File: src/rtl/xmd_pkg.sv
package xmd_pkg;
  localparam int PAGE_W = 8;
  localparam int OFS_W  = 16;
  localparam int ADDR_W = PAGE_W + OFS_W;
  localparam int IMM_W  = 10;
  localparam int IO_W   = PAGE_W + IMM_W;
  localparam int WAIT_W = 4;
  localparam int DATA_W = 16;
  localparam int BYTE_W = 8;

  typedef enum logic [1:0] {
    KIND_MEM  = 2'd0,
    KIND_BOOT = 2'd1,
    KIND_IO   = 2'd2,
    KIND_RSVD = 2'd3
  } kind_e;

  typedef enum logic [2:0] {
    TGT_NONE  = 3'd0,
    TGT_BANK  = 3'd1,
    TGT_BOOT  = 3'd2,
    TGT_IOEXT = 3'd3,
    TGT_ROM   = 3'd4,
    TGT_IOINT = 3'd5
  } tgt_e;

  // Field order matches the write-data layout: [10] width8, [9] hold,
  // [8] polarity, [7:4] write wait, [3:0] read wait.
  typedef struct packed {
    logic              width8;
    logic              hold;
    logic              pol;
    logic [WAIT_W-1:0] wwait;
    logic [WAIT_W-1:0] rwait;
  } spcfg_t;

  localparam int CFG_W = $bits(spcfg_t);

  function automatic logic [ADDR_W-1:0] word_addr(input logic [PAGE_W-1:0] pg,
                                                  input logic [OFS_W-1:0]  ofs);
    return {pg, ofs};
  endfunction

  function automatic logic [ADDR_W-1:0] io_addr(input logic [PAGE_W-1:0] pg,
                                                input logic [IMM_W-1:0]  imm);
    return {{(ADDR_W-IO_W){1'b0}}, pg, imm};
  endfunction

  function automatic logic [WAIT_W-1:0] wait_of(input spcfg_t c, input logic wr);
    return wr ? c.wwait : c.rwait;
  endfunction

  function automatic logic is_external(input tgt_e t);
    return (t == TGT_BANK) || (t == TGT_BOOT) || (t == TGT_IOEXT);
  endfunction
endpackage

File: src/rtl/xmd_bank_map.sv
module xmd_bank_map
  import xmd_pkg::*;
#(
  parameter int NBANK     = 4,
  parameter int BANK_SPAN = 64,
  parameter int ROM_PAGE  = 255,
  localparam int IDX_W    = $clog2(NBANK)
) (
  input  logic              clk,
  input  logic              rst_n,
  input  logic              bnd_we,
  input  logic [IDX_W-1:0]  bnd_idx,
  input  logic [PAGE_W-1:0] bnd_wdata,
  input  logic [PAGE_W-1:0] page,
  output logic              hit,
  output logic [IDX_W-1:0]  idx
);
  logic [PAGE_W-1:0] bnd [NBANK];

  function automatic logic [PAGE_W-1:0] reset_start(input int k);
    return (k == 0) ? PAGE_W'(1) : PAGE_W'(k * BANK_SPAN);
  endfunction

  // Bank 0 start is never writable; index 0 writes are dropped.
  always_ff @(posedge clk or negedge rst_n) begin
    if (!rst_n) begin
      for (int i = 0; i < NBANK; i++) bnd[i] <= reset_start(i);
    end else if (bnd_we && (bnd_idx != '0)) begin
      bnd[bnd_idx] <= bnd_wdata;
    end
  end

  // Highest bank whose start is not above the page wins.
  always_comb begin
    idx = '0;
    for (int i = 1; i < NBANK; i++) begin
      if (page >= bnd[i]) idx = IDX_W'(i);
    end
  end

  assign hit = (page != '0) && (page != PAGE_W'(ROM_PAGE));
endmodule

File: src/rtl/xmd_space_cfg.sv
module xmd_space_cfg
  import xmd_pkg::*;
#(
  parameter int NSPACE = 6,
  parameter int AW     = 4
) (
  input  logic                    clk,
  input  logic                    rst_n,
  input  logic                    we,
  input  logic [AW-1:0]           waddr,
  input  logic [CFG_W-1:0]        wdata,
  output spcfg_t [NSPACE-1:0]     cfg_o
);
  for (genvar g = 0; g < NSPACE; g++) begin : g_space
    spcfg_t r;
    always_ff @(posedge clk or negedge rst_n) begin
      if (!rst_n) r <= '0;
      else if (we && (waddr == AW'(g))) r <= spcfg_t'(wdata);
    end
    assign cfg_o[g] = r;
  end
endmodule

File: src/rtl/xmd_target_decode.sv
module xmd_target_decode
  import xmd_pkg::*;
#(
  parameter int NBANK      = 4,
  parameter int BOOT_PAGES = 63,
  parameter int IO_RSV     = 8192,
  localparam int IDX_W     = $clog2(NBANK),
  localparam int NSPACE    = NBANK + 2,
  localparam int SPW       = $clog2(NSPACE)
) (
  input  kind_e             kind,
  input  logic [PAGE_W-1:0] page,
  input  logic [OFS_W-1:0]  ofs,
  input  logic [PAGE_W-1:0] io_pg,
  input  logic [IMM_W-1:0]  io_im,
  input  logic              bank_hit,
  input  logic [IDX_W-1:0]  bank_idx,
  output tgt_e              tgt,
  output logic [ADDR_W-1:0] addr,
  output logic [SPW-1:0]    space
);
  logic [ADDR_W-1:0] ioa;
  assign ioa = io_addr(io_pg, io_im);

  always_comb begin
    tgt   = TGT_NONE;
    addr  = word_addr(page, ofs);
    space = SPW'(bank_idx);
    case (kind)
      KIND_MEM: begin
        if (bank_hit)                              tgt = TGT_BANK;
        else if (page == {PAGE_W{1'b1}})           tgt = TGT_ROM;
      end
      KIND_BOOT: begin
        space = SPW'(NBANK + 1);
        if (page < PAGE_W'(BOOT_PAGES))            tgt = TGT_BOOT;
      end
      KIND_IO: begin
        addr  = ioa;
        space = SPW'(NBANK);
        tgt   = (ioa < ADDR_W'(IO_RSV)) ? TGT_IOINT : TGT_IOEXT;
      end
      default: tgt = TGT_NONE;
    endcase
  end
endmodule

File: src/rtl/xmd_access_seq.sv
module xmd_access_seq
  import xmd_pkg::*;
#(
  parameter int NBANK   = 4,
  localparam int IDX_W  = $clog2(NBANK)
) (
  input  logic              clk,
  input  logic              rst_n,
  input  logic              start,
  input  tgt_e              tgt,
  input  logic [IDX_W-1:0]  bank_idx,
  input  logic [ADDR_W-1:0] addr,
  input  spcfg_t            cfg,
  input  logic              wr,
  input  logic [DATA_W-1:0] wdata,
  input  logic [DATA_W-1:0] ext_din,
  output logic              busy,
  output logic              done,
  output logic [NBANK-1:0]  bank_cs,
  output logic              boot_cs,
  output logic              io_cs,
  output logic              rom_sel,
  output logic              io_onchip,
  output logic              rd_strb,
  output logic              wr_strb,
  output logic [ADDR_W-1:0] ext_addr,
  output logic              ext_byte_hi,
  output logic [DATA_W-1:0] ext_dout,
  output logic              ext_oe,
  output logic [DATA_W-1:0] rdata,
  output logic              rd_act,
  output logic              wr_act
);
  typedef enum logic [1:0] {S_IDLE, S_STRB, S_HOLD, S_DONE} st_e;

  st_e               st;
  logic [WAIT_W-1:0] cnt;
  logic              byte_hi;
  logic              is_wr;
  spcfg_t            cfg_q;
  tgt_e              tgt_q;
  logic [IDX_W-1:0]  bank_q;
  logic [ADDR_W-1:0] addr_q;
  logic [DATA_W-1:0] wd_q;
  logic [DATA_W-1:0] rd_q;

  logic sel_on, more_bytes, last_beat;
  assign sel_on     = (st == S_STRB) || (st == S_HOLD);
  assign more_bytes = cfg_q.width8 && !byte_hi;
  assign last_beat  = (st == S_STRB) && (cnt == '0);

  always_ff @(posedge clk or negedge rst_n) begin
    if (!rst_n) begin
      st      <= S_IDLE;
      cnt     <= '0;
      byte_hi <= 1'b0;
      is_wr   <= 1'b0;
      cfg_q   <= '0;
      tgt_q   <= TGT_NONE;
      bank_q  <= '0;
      addr_q  <= '0;
      wd_q    <= '0;
      rd_q    <= '0;
    end else begin
      case (st)
        S_IDLE: if (start) begin
          tgt_q   <= tgt;
          bank_q  <= bank_idx;
          addr_q  <= addr;
          is_wr   <= wr;
          wd_q    <= wdata;
          byte_hi <= 1'b0;
          if (is_external(tgt)) begin
            cfg_q <= cfg;
            cnt   <= wait_of(cfg, wr);
            st    <= S_STRB;
          end else begin
            st    <= S_DONE;
          end
        end
        S_STRB: begin
          if (!last_beat) begin
            cnt <= cnt - 1'b1;
          end else begin
            if (!is_wr) begin
              if (!cfg_q.width8)  rd_q              <= ext_din;
              else if (byte_hi)   rd_q[DATA_W-1:BYTE_W] <= ext_din[BYTE_W-1:0];
              else                rd_q[BYTE_W-1:0]  <= ext_din[BYTE_W-1:0];
            end
            if (is_wr && cfg_q.hold) begin
              st <= S_HOLD;
            end else if (more_bytes) begin
              byte_hi <= 1'b1;
              cnt     <= wait_of(cfg_q, is_wr);
            end else begin
              st <= S_DONE;
            end
          end
        end
        S_HOLD: begin
          if (more_bytes) begin
            byte_hi <= 1'b1;
            cnt     <= wait_of(cfg_q, is_wr);
            st      <= S_STRB;
          end else begin
            st <= S_DONE;
          end
        end
        default: st <= S_IDLE;
      endcase
    end
  end

  for (genvar g = 0; g < NBANK; g++) begin : g_cs
    assign bank_cs[g] = sel_on && (tgt_q == TGT_BANK) && (bank_q == IDX_W'(g));
  end

  assign boot_cs     = sel_on && (tgt_q == TGT_BOOT);
  assign io_cs       = sel_on && (tgt_q == TGT_IOEXT);
  assign rom_sel     = (st == S_DONE) && (tgt_q == TGT_ROM);
  assign io_onchip   = (st == S_DONE) && (tgt_q == TGT_IOINT);
  assign rd_act      = (st == S_STRB) && !is_wr;
  assign wr_act      = (st == S_STRB) &&  is_wr;
  assign rd_strb     = cfg_q.pol ? rd_act : !rd_act;
  assign wr_strb     = cfg_q.pol ? wr_act : !wr_act;
  assign ext_addr    = addr_q;
  assign ext_byte_hi = sel_on && cfg_q.width8 && byte_hi;
  assign ext_oe      = sel_on && is_wr;
  assign ext_dout    = cfg_q.width8
                       ? {{(DATA_W-BYTE_W){1'b0}},
                          (byte_hi ? wd_q[DATA_W-1:BYTE_W] : wd_q[BYTE_W-1:0])}
                       : wd_q;
  assign rdata       = rd_q;
  assign busy        = (st != S_IDLE);
  assign done        = (st == S_DONE);
endmodule

File: src/rtl/xmd_space_decoder.sv
module xmd_space_decoder
  import xmd_pkg::*;
#(
  parameter int NBANK      = 4,
  parameter int BANK_SPAN  = 64,
  parameter int BOOT_PAGES = 63,
  parameter int IO_RSV     = 8192,
  parameter int CFG_AW     = 4,
  parameter int BND_BASE   = 8
) (
  input  logic              clk,
  input  logic              rst_n,
  input  logic              cfg_wr,
  input  logic [3:0]        cfg_addr,
  input  logic [10:0]       cfg_wdata,
  input  logic              req,
  input  logic [1:0]        req_kind,
  input  logic              req_write,
  input  logic [7:0]        req_page,
  input  logic [15:0]       req_offset,
  input  logic [7:0]        io_page,
  input  logic [9:0]        io_imm,
  input  logic [15:0]       req_wdata,
  output logic              busy,
  output logic              done,
  output logic [15:0]       rdata,
  output logic [3:0]        bank_cs,
  output logic              boot_cs,
  output logic              io_cs,
  output logic              rom_sel,
  output logic              io_onchip,
  output logic [23:0]       ext_addr,
  output logic              ext_byte_hi,
  output logic              rd_strb,
  output logic              wr_strb,
  output logic              ext_oe,
  output logic [15:0]       ext_dout,
  input  logic [15:0]       ext_din
);
  localparam int IDX_W  = $clog2(NBANK);
  localparam int NSPACE = NBANK + 2;
  localparam int SPW    = $clog2(NSPACE);

  // Register-file decode of the configuration port.
  logic               bnd_we;
  logic [CFG_AW-1:0]  bnd_off;
  logic [IDX_W-1:0]   bnd_idx;
  assign bnd_we  = cfg_wr && (cfg_addr >= CFG_AW'(BND_BASE))
                          && (cfg_addr <  CFG_AW'(BND_BASE + NBANK - 1));
  assign bnd_off = cfg_addr - CFG_AW'(BND_BASE - 1);
  assign bnd_idx = bnd_off[IDX_W-1:0];

  logic              bank_hit;
  logic [IDX_W-1:0]  bank_idx;
  spcfg_t [NSPACE-1:0] cfg_all;
  tgt_e              tgt;
  logic [ADDR_W-1:0] dec_addr;
  logic [SPW-1:0]    space;
  logic              start;
  logic              seq_rd_act, seq_wr_act;

  xmd_bank_map #(.NBANK(NBANK), .BANK_SPAN(BANK_SPAN)) bank_map_i (
    .clk(clk), .rst_n(rst_n), .bnd_we(bnd_we), .bnd_idx(bnd_idx),
    .bnd_wdata(cfg_wdata[PAGE_W-1:0]), .page(req_page),
    .hit(bank_hit), .idx(bank_idx)
  );

  xmd_space_cfg #(.NSPACE(NSPACE), .AW(CFG_AW)) space_cfg_i (
    .clk(clk), .rst_n(rst_n), .we(cfg_wr), .waddr(cfg_addr),
    .wdata(cfg_wdata), .cfg_o(cfg_all)
  );

  xmd_target_decode #(.NBANK(NBANK), .BOOT_PAGES(BOOT_PAGES), .IO_RSV(IO_RSV)) decode_i (
    .kind(kind_e'(req_kind)), .page(req_page), .ofs(req_offset),
    .io_pg(io_page), .io_im(io_imm), .bank_hit(bank_hit), .bank_idx(bank_idx),
    .tgt(tgt), .addr(dec_addr), .space(space)
  );

  assign start = req && !busy;

  xmd_access_seq #(.NBANK(NBANK)) seq_i (
    .clk(clk), .rst_n(rst_n), .start(start), .tgt(tgt), .bank_idx(bank_idx),
    .addr(dec_addr), .cfg(cfg_all[space]), .wr(req_write), .wdata(req_wdata),
    .ext_din(ext_din), .busy(busy), .done(done), .bank_cs(bank_cs),
    .boot_cs(boot_cs), .io_cs(io_cs), .rom_sel(rom_sel), .io_onchip(io_onchip),
    .rd_strb(rd_strb), .wr_strb(wr_strb), .ext_addr(ext_addr),
    .ext_byte_hi(ext_byte_hi), .ext_dout(ext_dout), .ext_oe(ext_oe),
    .rdata(rdata), .rd_act(seq_rd_act), .wr_act(seq_wr_act)
  );
endmodule

File: config.mk
export PLATFORM = sky130hd
export DESIGN_NAME = xmd_space_decoder
export DESIGN_NICKNAME = d
export VERILOG_FILES = /design/src/rtl/xmd_pkg.sv /design/src/rtl/xmd_bank_map.sv /design/src/rtl/xmd_space_cfg.sv /design/src/rtl/xmd_target_decode.sv /design/src/rtl/xmd_access_seq.sv /design/src/rtl/xmd_space_decoder.sv
export SDC_FILE = /design/constraint.sdc
export NUM_CORES = 1
export LEC_CHECK = 0
export BUFFER_PORTS_ARGS = -buffer_cell sky130_fd_sc_hd__buf_2
export CAP_MARGIN = 20
export CORE_ASPECT_RATIO = 0.8
export CORE_UTILIZATION = 51
export CTS_CLUSTER_DIAMETER = 40
export DETAILED_ROUTE_END_ITERATION = 10
export PLACE_DENSITY = 0.77
export SLEW_MARGIN = 10
export SYNTH_ARGS = -nofsm -noshare
export SYNTH_HDL_FRONTEND = slang
export SYNTH_HIERARCHICAL = 1
export SYNTH_SLANG_ARGS = --single-unit
export TNS_END_PERCENT = 5
File: constraint.sdc
create_clock -name clk -period 2.8 [get_ports clk]
set_input_delay 0.28 -clock clk [delete_from_list [all_inputs] [get_ports clk]]
set_output_delay 0.28 -clock clk [all_outputs]
set_load 0.02 [all_outputs]
==> results.yml <==
status:
  status: "finished, violations left"
  violations: "setup timing"
timing:
  max_freq_mhz: 332
  maxSlewViolCount: 0
  rsz0062_at_grt: "yes"
  fin_crit_ps: 3020
  setup_violations: 13
  finalHoldViolCount: 0
  clock_skew_ps: 8.03
  setup_tns_ps: -1380
  tightest_slew_ps: 951
  fin_crit_sh_pct: 108
  relSlewSlack_pct: 36.4
  worst_slack_ps: -216
worst_setup_path:
  critPathCaptureType: "register"
  critPathRequiredTime_ps: 3110
  cpMaxStageDelayCell: "dfrtp_1"
  path_buf_inv: 2
  arrival_ps: 3320
  crit_fanout: 9
  worstSetupStartpointType: "register"
  critical-path-top-delay-family: "compound AO/OA/AOI/OAI gates"
  crit_type: "register to register"
  cp_cell_sequence: "ha_1, nand2b_1, a21o_1, a2111oi_4, o31a_2, a21bo_4, mux2_4, buf_4, buf_6, mux2i_1, o32a_1, o21ai_1, mux2_2"
  cpPeakStageDelay_ps: 390
layout:
  syn_to_final_growth_pct: 21.7
  design_area_sq_um: 10900
  final_cells: 1123
  fin_util_pct: 64.6
  final_layout_size_suffix_gt1_share_pct: 50.2
  n_antenna_cell: 0
  layout.nets: 1022
logic_synthesis:
  synth_flop_cell: "dfrtp_1"
  synth_area_per_cell_sq_um: 12.8
  synth_cell_type_count: 67
  synthCells: 700
  yosysSeqAreaShare_pct: 47.6
  synth_edf_count: 0
  synth_seq_cells: 170
  async_reset_ff_share_pct: 100
  syn_area_sq_um: 8950
  yosys_warnings: 6
  syn-num-nets: 831
clocking:
  tritoncts: "built"
  numCtsBuffers: 17
  clk_path_buf_depth: 2
  cts.reportedPaths.clkPinSlew_ps: 70
  clkLatencyLatePin_ps: 430
  clock_sinks: 170
  clockRootBuffer: "clkbuf_16"
  htree_levels: 4
routing:
  wire_per_inst_um: 17.6
  initialDrtViolationCount: 261
  vias: 6181
  drc: 0
  routed_via_density: 5.50
  drt.antenna.violating_nets: 0
  drt-total-wl_um: 19800
  firstDrtPassIters: 4
power:
  irDropWorstVdd_v: 0.000415
  p_leak_uw: 0.00521
  p_per_area_nw_per_um2: 975
place:
  dp.cells: 1088
  gp_congestion: 0.827
  port_buffers: 165
  place_area_sq_um: 10100
  hpwl_um: 14200
run:
  cap_violations: 0
floorplanning:
  fp.dieArea_sq_um: 18100
  dieHeight_um: 120
  io_pins: 166
  core.rowCount: 42
  start_util_pct: 53.0
  fp.dieW_um: 150
  core_sq_um: 16900
global_route:
  overflow: 0
  antenna_found_initial: 0
  grt_pass1_wl_um: 32300
  grt_util_all_layers_pct: 23.2
  grt_pass1_vias: 6252
  grt_max_degree: 56
hold_path:
  hold_path.class: "input port to register"
[report_power, final]
group / total (uW) / switching, uW / internal, uW
Combinational: 4220 / 2200 / 2030
Clock: 2520 / 958 / 1560
Sequential: 3880 / 554 / 3320
[flip-flops by register name (all words and copies together), names as in the netlist, 3 cells and up]
name and flops:
bank_map_i/bnd 24, seq_i/cfg_q 11, seq_i/cnt 4, seq_i/ext_addr 24
seq_i/rdata 16, seq_i/tgt_q 3, seq_i/wd_q 16, space_cfg_i/cfg_o 66
[worst paths after layout]
| kind | cells past startpoint | from | end | slack (ps) |
|---|---|---|---|---|
| worst max-delay path | 13 | bank_map_i/bnd[0]$_DFFE_PN0P_ | seq_i/cfg_q[9]$_DFFE_PN0P_ | -220 |
| worst min-delay path | 2 | req_wdata[7] | seq_i/wd_q[7]$_DFFE_PN0P_ | 80 |
| worst max register to register | 13 | bank_map_i/bnd[0]$_DFFE_PN0P_ | seq_i/cfg_q[9]$_DFFE_PN0P_ | -220 |
| worst min register to register | 2 | seq_i/rdata[12]$_DFFE_PN0P_ | seq_i/rdata[12]$_DFFE_PN0P_ | 480 |
| max in group asynchronous | 3 | rst_n | bank_map_i/bnd[6]$_DFFE_PN1P_ | 1690 |
| min in group asynchronous | 2 | rst_n | seq_i/tgt_q[1]$_DFFE_PN0P_ | 390 |
[synthesized netlist by cell type, types with 4 or more instances]
cell	number	area (sq um)
dfrtp_1	166	4150
mux2_2	166	1870
mux2i_1	47	470
ha_1	35	438
inv_1	33	124
nand2_1	25	93.8
buf_2	20	100
nor2b_1	20	125
o21ai_0	20	100
a21oi_1	19	95.1
mux2_4	18	270
nor2_1	15	56.3
o32a_1	11	110
nand2b_1	6	37.5
o21ai_1	6	30.0
a211oi_1	5	37.5
nand3_1	5	25.0
buf_6	4	45.0
dfstp_2	4	105
nand3b_1	4	30.0
nand4_1	4	25.0
[routing by layer]
layer / vias up / part of all wire, % / global-route usage [%]
met3: 13 / 6.1 / 6.34
met4: 0 / 0.81 / 5.24
met2: 186 / 45 / 35.5
met5: - / 0 / 0
li1: 2921 / - / -
met1: 3061 / 48 / 32.9
[worst reg2reg max path: cells and delay by family (launching register included)]
family	cells	cell delay, ps
AOI/OAI and AO/OA	6	1110
muxes	3	750
DFF	1	390
buffers and inverters	2	270
adders and majority gates	1	260
and+or+nand+nor	1	130
[through the flow]
stage	power [uW]	worst slack (ps)	hold WS, ps
2_1_floorplan	6790	-110	-15.6
3_3_place_gp	7900	-248	274
3_5_place_dp	8020	-363	277
4_1_cts	10600	-218	66.5
5_1_grt	11300	-412	68.6
6_report	10600	-216	80.5
[kinds of logic (layout without fill, tap and decap cells)]
logic type                 Yosys count  in the layout  synth area share, %
AOI/OAI and AO/OA                   84             84                 7.01
xor gates and xnor gates             2              2                0.196
adders and majority gates           35             35                 4.90
buffers and inverters               66            267                 3.69
DFF                                170            170                 47.6
muxes                              231            233                 29.2
and+or+nand+nor                    112            112                 7.43
[final cells by class]
cell class | count | area [sq um]
clock inverter | 10 | 166
inverter | 34 | 128
timing repair buffer | 202 | 1130
clock buffer | 21 | 470
sequential | 170 | 4260
multi-input combinational | 466 | 4460
fill | 1309 | 5980
tap | 220 | 275
[cells in the final DEF (no fill, tap or decap), types with 6 or more instances in the layout]
cell type | Yosys | final
dfrtp_1 | 166 | 166
mux2_2 | 166 | 164
buf_2 | 20 | 164
mux2i_1 | 47 | 41
ha_1 | 35 | 34
inv_1 | 33 | 33
buf_4 | 3 | 33
nand2_1 | 25 | 24
mux2_4 | 18 | 22
nor2b_1 | 20 | 19
a21oi_1 | 19 | 19
clkbuf_16 | 0 | 17
nor2_1 | 15 | 15
o21ai_1 | 6 | 13
o21ai_0 | 20 | 12
o32a_1 | 11 | 11
mux2i_2 | 0 | 6
[what timing repair did]
action / in CTS / in global routing
cloned: 2 / 0
endpoints found under the hold margin: 50 / 0
pin swaps: 3 / 4
hold buffers: 1 / 0
buffers inserted: 0 / 1
resized for setup: 8 / 16
setup endpoints to repair: 15 / 17
Note: power is estimated with default switching activity, not from simulation.
